[src/rtl/binlogic_pkg.sv]
package binlogic_pkg;
  localparam int unsigned NUM_IN = 4;

  typedef enum logic [1:0] {
    MODE_OR    = 2'd0,
    MODE_AND   = 2'd1,
    MODE_LATCH = 2'd2,
    MODE_OFF   = 2'd3
  } mode_e;

  typedef struct packed {
    mode_e             mode;
    logic [NUM_IN-1:0] inv;
  } pset_t;

  localparam int unsigned PSET_W = $bits(pset_t);
endpackage

[src/rtl/pset_select.sv]
module pset_select
  import binlogic_pkg::*;
#(
  parameter int unsigned N_SETS = 4,
  localparam int unsigned SEL_W = (N_SETS > 1) ? $clog2(N_SETS) : 1,
  localparam int unsigned N_IDX = 1 << SEL_W
) (
  input  logic                     clk,
  input  logic                     rst,
  input  logic [N_SETS*PSET_W-1:0] sets_i,
  input  logic [SEL_W-1:0]         sel_i,
  output pset_t                    cur_o,
  output logic                     chg_o
);
  pset_t slot [N_IDX];
  pset_t pick;

  genvar k;
  generate
    for (k = 0; k < N_IDX; k++) begin : g_slot
      if (k < N_SETS) begin : g_real
        assign slot[k] = pset_t'(sets_i[k*PSET_W +: PSET_W]);
      end else begin : g_fill
        assign slot[k] = pset_t'(sets_i[PSET_W-1:0]);
      end
    end
  endgenerate

  assign pick = slot[sel_i];

  always_ff @(posedge clk) begin
    if (rst) begin
      cur_o <= '{mode: MODE_OR, inv: '0};
      chg_o <= 1'b0;
    end else begin
      cur_o <= pick;
      chg_o <= (pick.mode != cur_o.mode);
    end
  end
endmodule

[src/rtl/input_cond.sv]
module input_cond
  import binlogic_pkg::*;
(
  input  logic [NUM_IN-1:0] raw_i,
  input  logic [NUM_IN-1:0] inv_i,
  output logic [NUM_IN-1:0] cond_o
);
  genvar i;
  generate
    for (i = 0; i < NUM_IN; i++) begin : g_bit
      assign cond_o[i] = raw_i[i] ^ inv_i[i];
    end
  endgenerate
endmodule

[src/rtl/logic_core.sv]
module logic_core
  import binlogic_pkg::*;
(
  input  logic              clk,
  input  logic              rst,
  input  mode_e             mode_i,
  input  logic              chg_i,
  input  logic [NUM_IN-1:0] cond_i,
  input  logic              block_i,
  output logic              out_o
);
  localparam int unsigned HALF = NUM_IN / 2;

  logic set_c, clr_c, hold_c, nxt;

  assign set_c  = |cond_i[HALF-1:0];
  assign clr_c  = |cond_i[NUM_IN-1:HALF];
  assign hold_c = out_o & ~chg_i;

  always_comb begin
    nxt = 1'b0;
    if (!block_i) begin
      unique case (mode_i)
        MODE_OR:    nxt = |cond_i;
        MODE_AND:   nxt = &cond_i;
        MODE_LATCH: nxt = ~clr_c & (set_c | hold_c);
        default:    nxt = 1'b0;
      endcase
    end
  end

  always_ff @(posedge clk) begin
    if (rst) out_o <= 1'b0;
    else     out_o <= nxt;
  end
endmodule

[src/rtl/binlogic_cell.sv]
module binlogic_cell
  import binlogic_pkg::*;
#(
  parameter int unsigned N_SETS = 4,
  localparam int unsigned SEL_W = (N_SETS > 1) ? $clog2(N_SETS) : 1
) (
  input  logic                     clk,
  input  logic                     rst,
  input  logic [N_SETS*PSET_W-1:0] sets_i,
  input  logic [SEL_W-1:0]         sel_i,
  input  logic [NUM_IN-1:0]        in_i,
  input  logic                     block_i,
  output logic                     out_o
);
  pset_t             cur_set;
  logic              mode_chg;
  logic [NUM_IN-1:0] cond;

  pset_select #(.N_SETS(N_SETS)) u_sel (
    .clk    (clk),
    .rst    (rst),
    .sets_i (sets_i),
    .sel_i  (sel_i),
    .cur_o  (cur_set),
    .chg_o  (mode_chg)
  );

  input_cond u_cond (
    .raw_i  (in_i),
    .inv_i  (cur_set.inv),
    .cond_o (cond)
  );

  logic_core u_core (
    .clk     (clk),
    .rst     (rst),
    .mode_i  (cur_set.mode),
    .chg_i   (mode_chg),
    .cond_i  (cond),
    .block_i (block_i),
    .out_o   (out_o)
  );
endmodule

[config.mk]
export PLATFORM = sky130hd
export DESIGN_NAME = binlogic_cell
export DESIGN_NICKNAME = d
export VERILOG_FILES = /design/src/rtl/binlogic_pkg.sv /design/src/rtl/pset_select.sv /design/src/rtl/input_cond.sv /design/src/rtl/logic_core.sv /design/src/rtl/binlogic_cell.sv
export SDC_FILE = /design/constraint.sdc
export NUM_CORES = 1
export LEC_CHECK = 0
export BUFFER_PORTS_ARGS = -buffer_cell sky130_fd_sc_hd__clkbuf_2
export CORE_AREA = 2 2 39 41
export CTS_BUF_LIST = sky130_fd_sc_hd__clkbuf_8
export CTS_CLUSTER_DIAMETER = 40
export CTS_CLUSTER_SIZE = 10
export DETAILED_ROUTE_END_ITERATION = 6
export DIE_AREA = 0 0 41 43
export HOLD_SLACK_MARGIN = 0.12
export PLACE_DENSITY_LB_ADDON = 0.3
export SETUP_SLACK_MARGIN = 0.4
export SLEW_MARGIN = 10
export SYNTH_ARGS = -nofsm -noshare
export SYNTH_HDL_FRONTEND = slang
export SYNTH_HIERARCHICAL = 1
export SYNTH_SLANG_ARGS = --single-unit
export TNS_END_PERCENT = 20
[constraint.sdc]
create_clock -name clk -period 1.8 [get_ports clk]
set_input_delay 0.18 -clock clk [delete_from_list [all_inputs] [get_ports clk]]
set_output_delay 0.18 -clock clk [all_outputs]
set_load 0.005 [all_outputs]
==> flow_summary_export.csv <==
group,metric,value,unit
timing,holdWs,0.217,ns
finish,drive_gt1_share,54.8,%
setup_path,cp.required,1.97,ns
finish,diodes,0,
pwr,p_total,0.516,mW
pwr,leakage,0.339,nW
die,die_width,41,um
timing,totalNegativeSetupSlack,0,ns
timing,hold_viol_final,0,
finish,area_delta_synth_final,44.6,%
clocking,cts_tree,"yes",
flow_run,cap_violations,0,
routing,drt_iter0_drc,1,
min_path,hp-class,"in -> reg",
pwr,p_per_area,739,nW/um2
routing,drt_wl_total,779,um
clocking,path_clk_slew,0.04,ns
min_path,holdPathStages,3,
die,design.core.area,1380,um2
die,dieHeight,43,um
timing,post-route-min-period,1.21,ns
clocking,cts_max_level,1,
synth,yosysTopAreaCellShare,33.2,%
die,start_util,34.9,%
clocking,cts.sinks,8,
clocking,numCtsBuffers,3,
setup_path,ff2ff_setup_slack,0.59,ns
min_path,hp-start,"block_i",
synth,synthTopCellsByArea,"dfxtp_1 33%, mux4_1 22%, mux4_2 9.3%",
die,rows,14,
routing,viasPerCell,4.48,
synth,synthesis.area,483,um2
clocking,ctsResizeCount,0,
die,io_pins,34,
clocking,ctsHoldBuffers,0,
timing,fmaxAchievable,0.826,GHz
synth,ys_ff_latch,8,
timing,maxSlewHeadroom,80.8,%
placed_design,gp_congestion,0.667,
setup_path,end_kind,"flop",
setup_path,reg2reg_to,"u_core/out_o$_SDFF_PP0_",
setup_path,cp-startpoint,"u_sel/cur_o[1]$_SDFF_PP0_",
global_route,grt_pass1_vias,367,
timing,final_max_slew_viol_count,0,
clocking,clockRootBuffer,"clkbuf_8",
setup_path,worst_r2r_path_depth,4,
synth,syn-num-nets,71,
synth,avgSynthCellArea,12.7,um2
finish,design_area,698,um2
clocking,cts_setup_buffers,0,
setup_path,crit_fanout,3,
finish,finish.utilization,50.5,%
clocking,insertion_delay,0.22,ns
synth,synthCells,38,
global_route,gr-total-overflow,0,
clocking,clk_path_buf_depth,2,
global_route,track_usage,10.9,%
timing,setup_viol,0,
setup_path,worstSetupStartpointType,"flop",
timing,finalCritPeriodShare,67.3,%
synth,yosysWarnings,6,
pwr,ir_drop,0.277,mV
setup_path,worstPathArrival,1.38,ns
timing,rsz0062_at_grt,"no",
min_path,hold_end,"u_core/out_o$_SDFF_PP0_",
placed_design,place_area,657,um2
setup_path,r2r-start,"u_sel/cur_o[1]$_SDFF_PP0_",
timing,fin_skew,0.00209,ns
outcome,status,"finished, final reports clean",
setup_path,worstSetupPathType,"reg -> reg",
routing,drtPass1Iterations,2,
routing,num_vias,399,
routing,drtAntennaViolNets,0,
routing,wl_per_cell,8.75,um
die,die_area,1760,um2
synth,yosysSeqAreaShare,33.2,%
routing,drc,0,
synth,ys_types,17,
finish,nNetsFinal,108,
timing,tightest_slew,0.287,ns
finish,layout.cells.most_common,"clkbuf_2",
global_route,grt_pass1_wl,1260,um
global_route,antenna_found_initial,0,
finish,layout_common_cells,"33 x clkbuf_2, 8 x dfxtp_1, 6 x nor2b_1, 4 x xor2_1, 4 x mux4_1",
synth,synth_largest_area_cell,"dfxtp_1",
placed_design,port_buffers,33,
global_route,grt_max_degree,9,
-- area by class of cell --
cell class,count,area (um2)
Sequential cell,8,160
Clock buffer,3,41.3
Tap cell,16,20.0
Timing Repair Buffer,33,165
Fill cell,133,686
Multi-Input combinational cell,28,308
Inverter,1,3.75
-- stage by stage --
stage / cells / setup slack (ns)
2_1_floorplan: 38 / 0.662
3_3_place_gp: 86 / 0.560
3_5_place_dp: 86 / 0.537
4_1_cts: 89 / 0.568
5_1_grt: 89 / 0.468
6_report: 89 / 0.589
-- how the worst max path moves through the flow --
| stage | to | slack, ns | cells past startpoint |
|---|---|---|---|
| after floorplan | u_core/out_o$_SDFF_PP0_ | 0.66 | 4 |
| after global placement | u_sel/chg_o$_SDFF_PP0_ | 0.56 | 4 |
| after detailed placement | u_sel/chg_o$_SDFF_PP0_ | 0.54 | 4 |
| after CTS | u_core/out_o$_SDFF_PP0_ | 0.57 | 4 |
| after global routing | u_core/out_o$_SDFF_PP0_ | 0.47 | 4 |
| final | u_core/out_o$_SDFF_PP0_ | 0.59 | 4 |
-- critical path, stage by stage (launching register included) --
cell and delay [ns]:
dfxtp_1 0.31, xor2_1 0.22, nor2_1 0.09, a2111oi_2 0.30
o221a_2 0.23
-- logic make-up after synthesis --
logic type | Yosys count | share of synthesized area, %
xor+xnor | 6 | 10.9
simple gates | 11 | 12.7
mux | 6 | 31.1
buf+inv | 2 | 3.11
compound gates | 5 | 9.06
flops | 8 | 33.2
-- synthesized netlist by cell type --
master,count
nor3_1,1
dfxtp_1,8
a21oi_1,1
o21ai_0,1
mux4_2,2
mux4_1,4
nor2b_1,6
nand2b_1,1
buf_6,1
xnor2_1,2
o221a_2,1
a2111oi_2,1
a21boi_0,1
nor2_1,2
nand3_1,1
xor2_1,4
inv_1,1
-- power by group --
part / switching, mW / internal [mW] / leakage, nW
clock: 0.0617 / 0.144 / 0.0216
combinational: 0.0384 / 0.0707 / 0.250
sequential: 0.00738 / 0.194 / 0.0667
-- per-layer routing --
metal  routed length, um  GRT usage, %  vias to the layer above
li1                    -             -                      216
met1                 327          12.8                      152
met2                 338          15.6                       31
met3                 113          2.09                        0
met4                   0          10.0                        0
met5                   0             0                        -
-- state kept, by name, indices dropped and copies added, names as in the netlist --
register	flops
u_core/out_o	1
u_sel/cur_o	6
u_sel/chg_o	1
(Power assumes the default switching activity.)
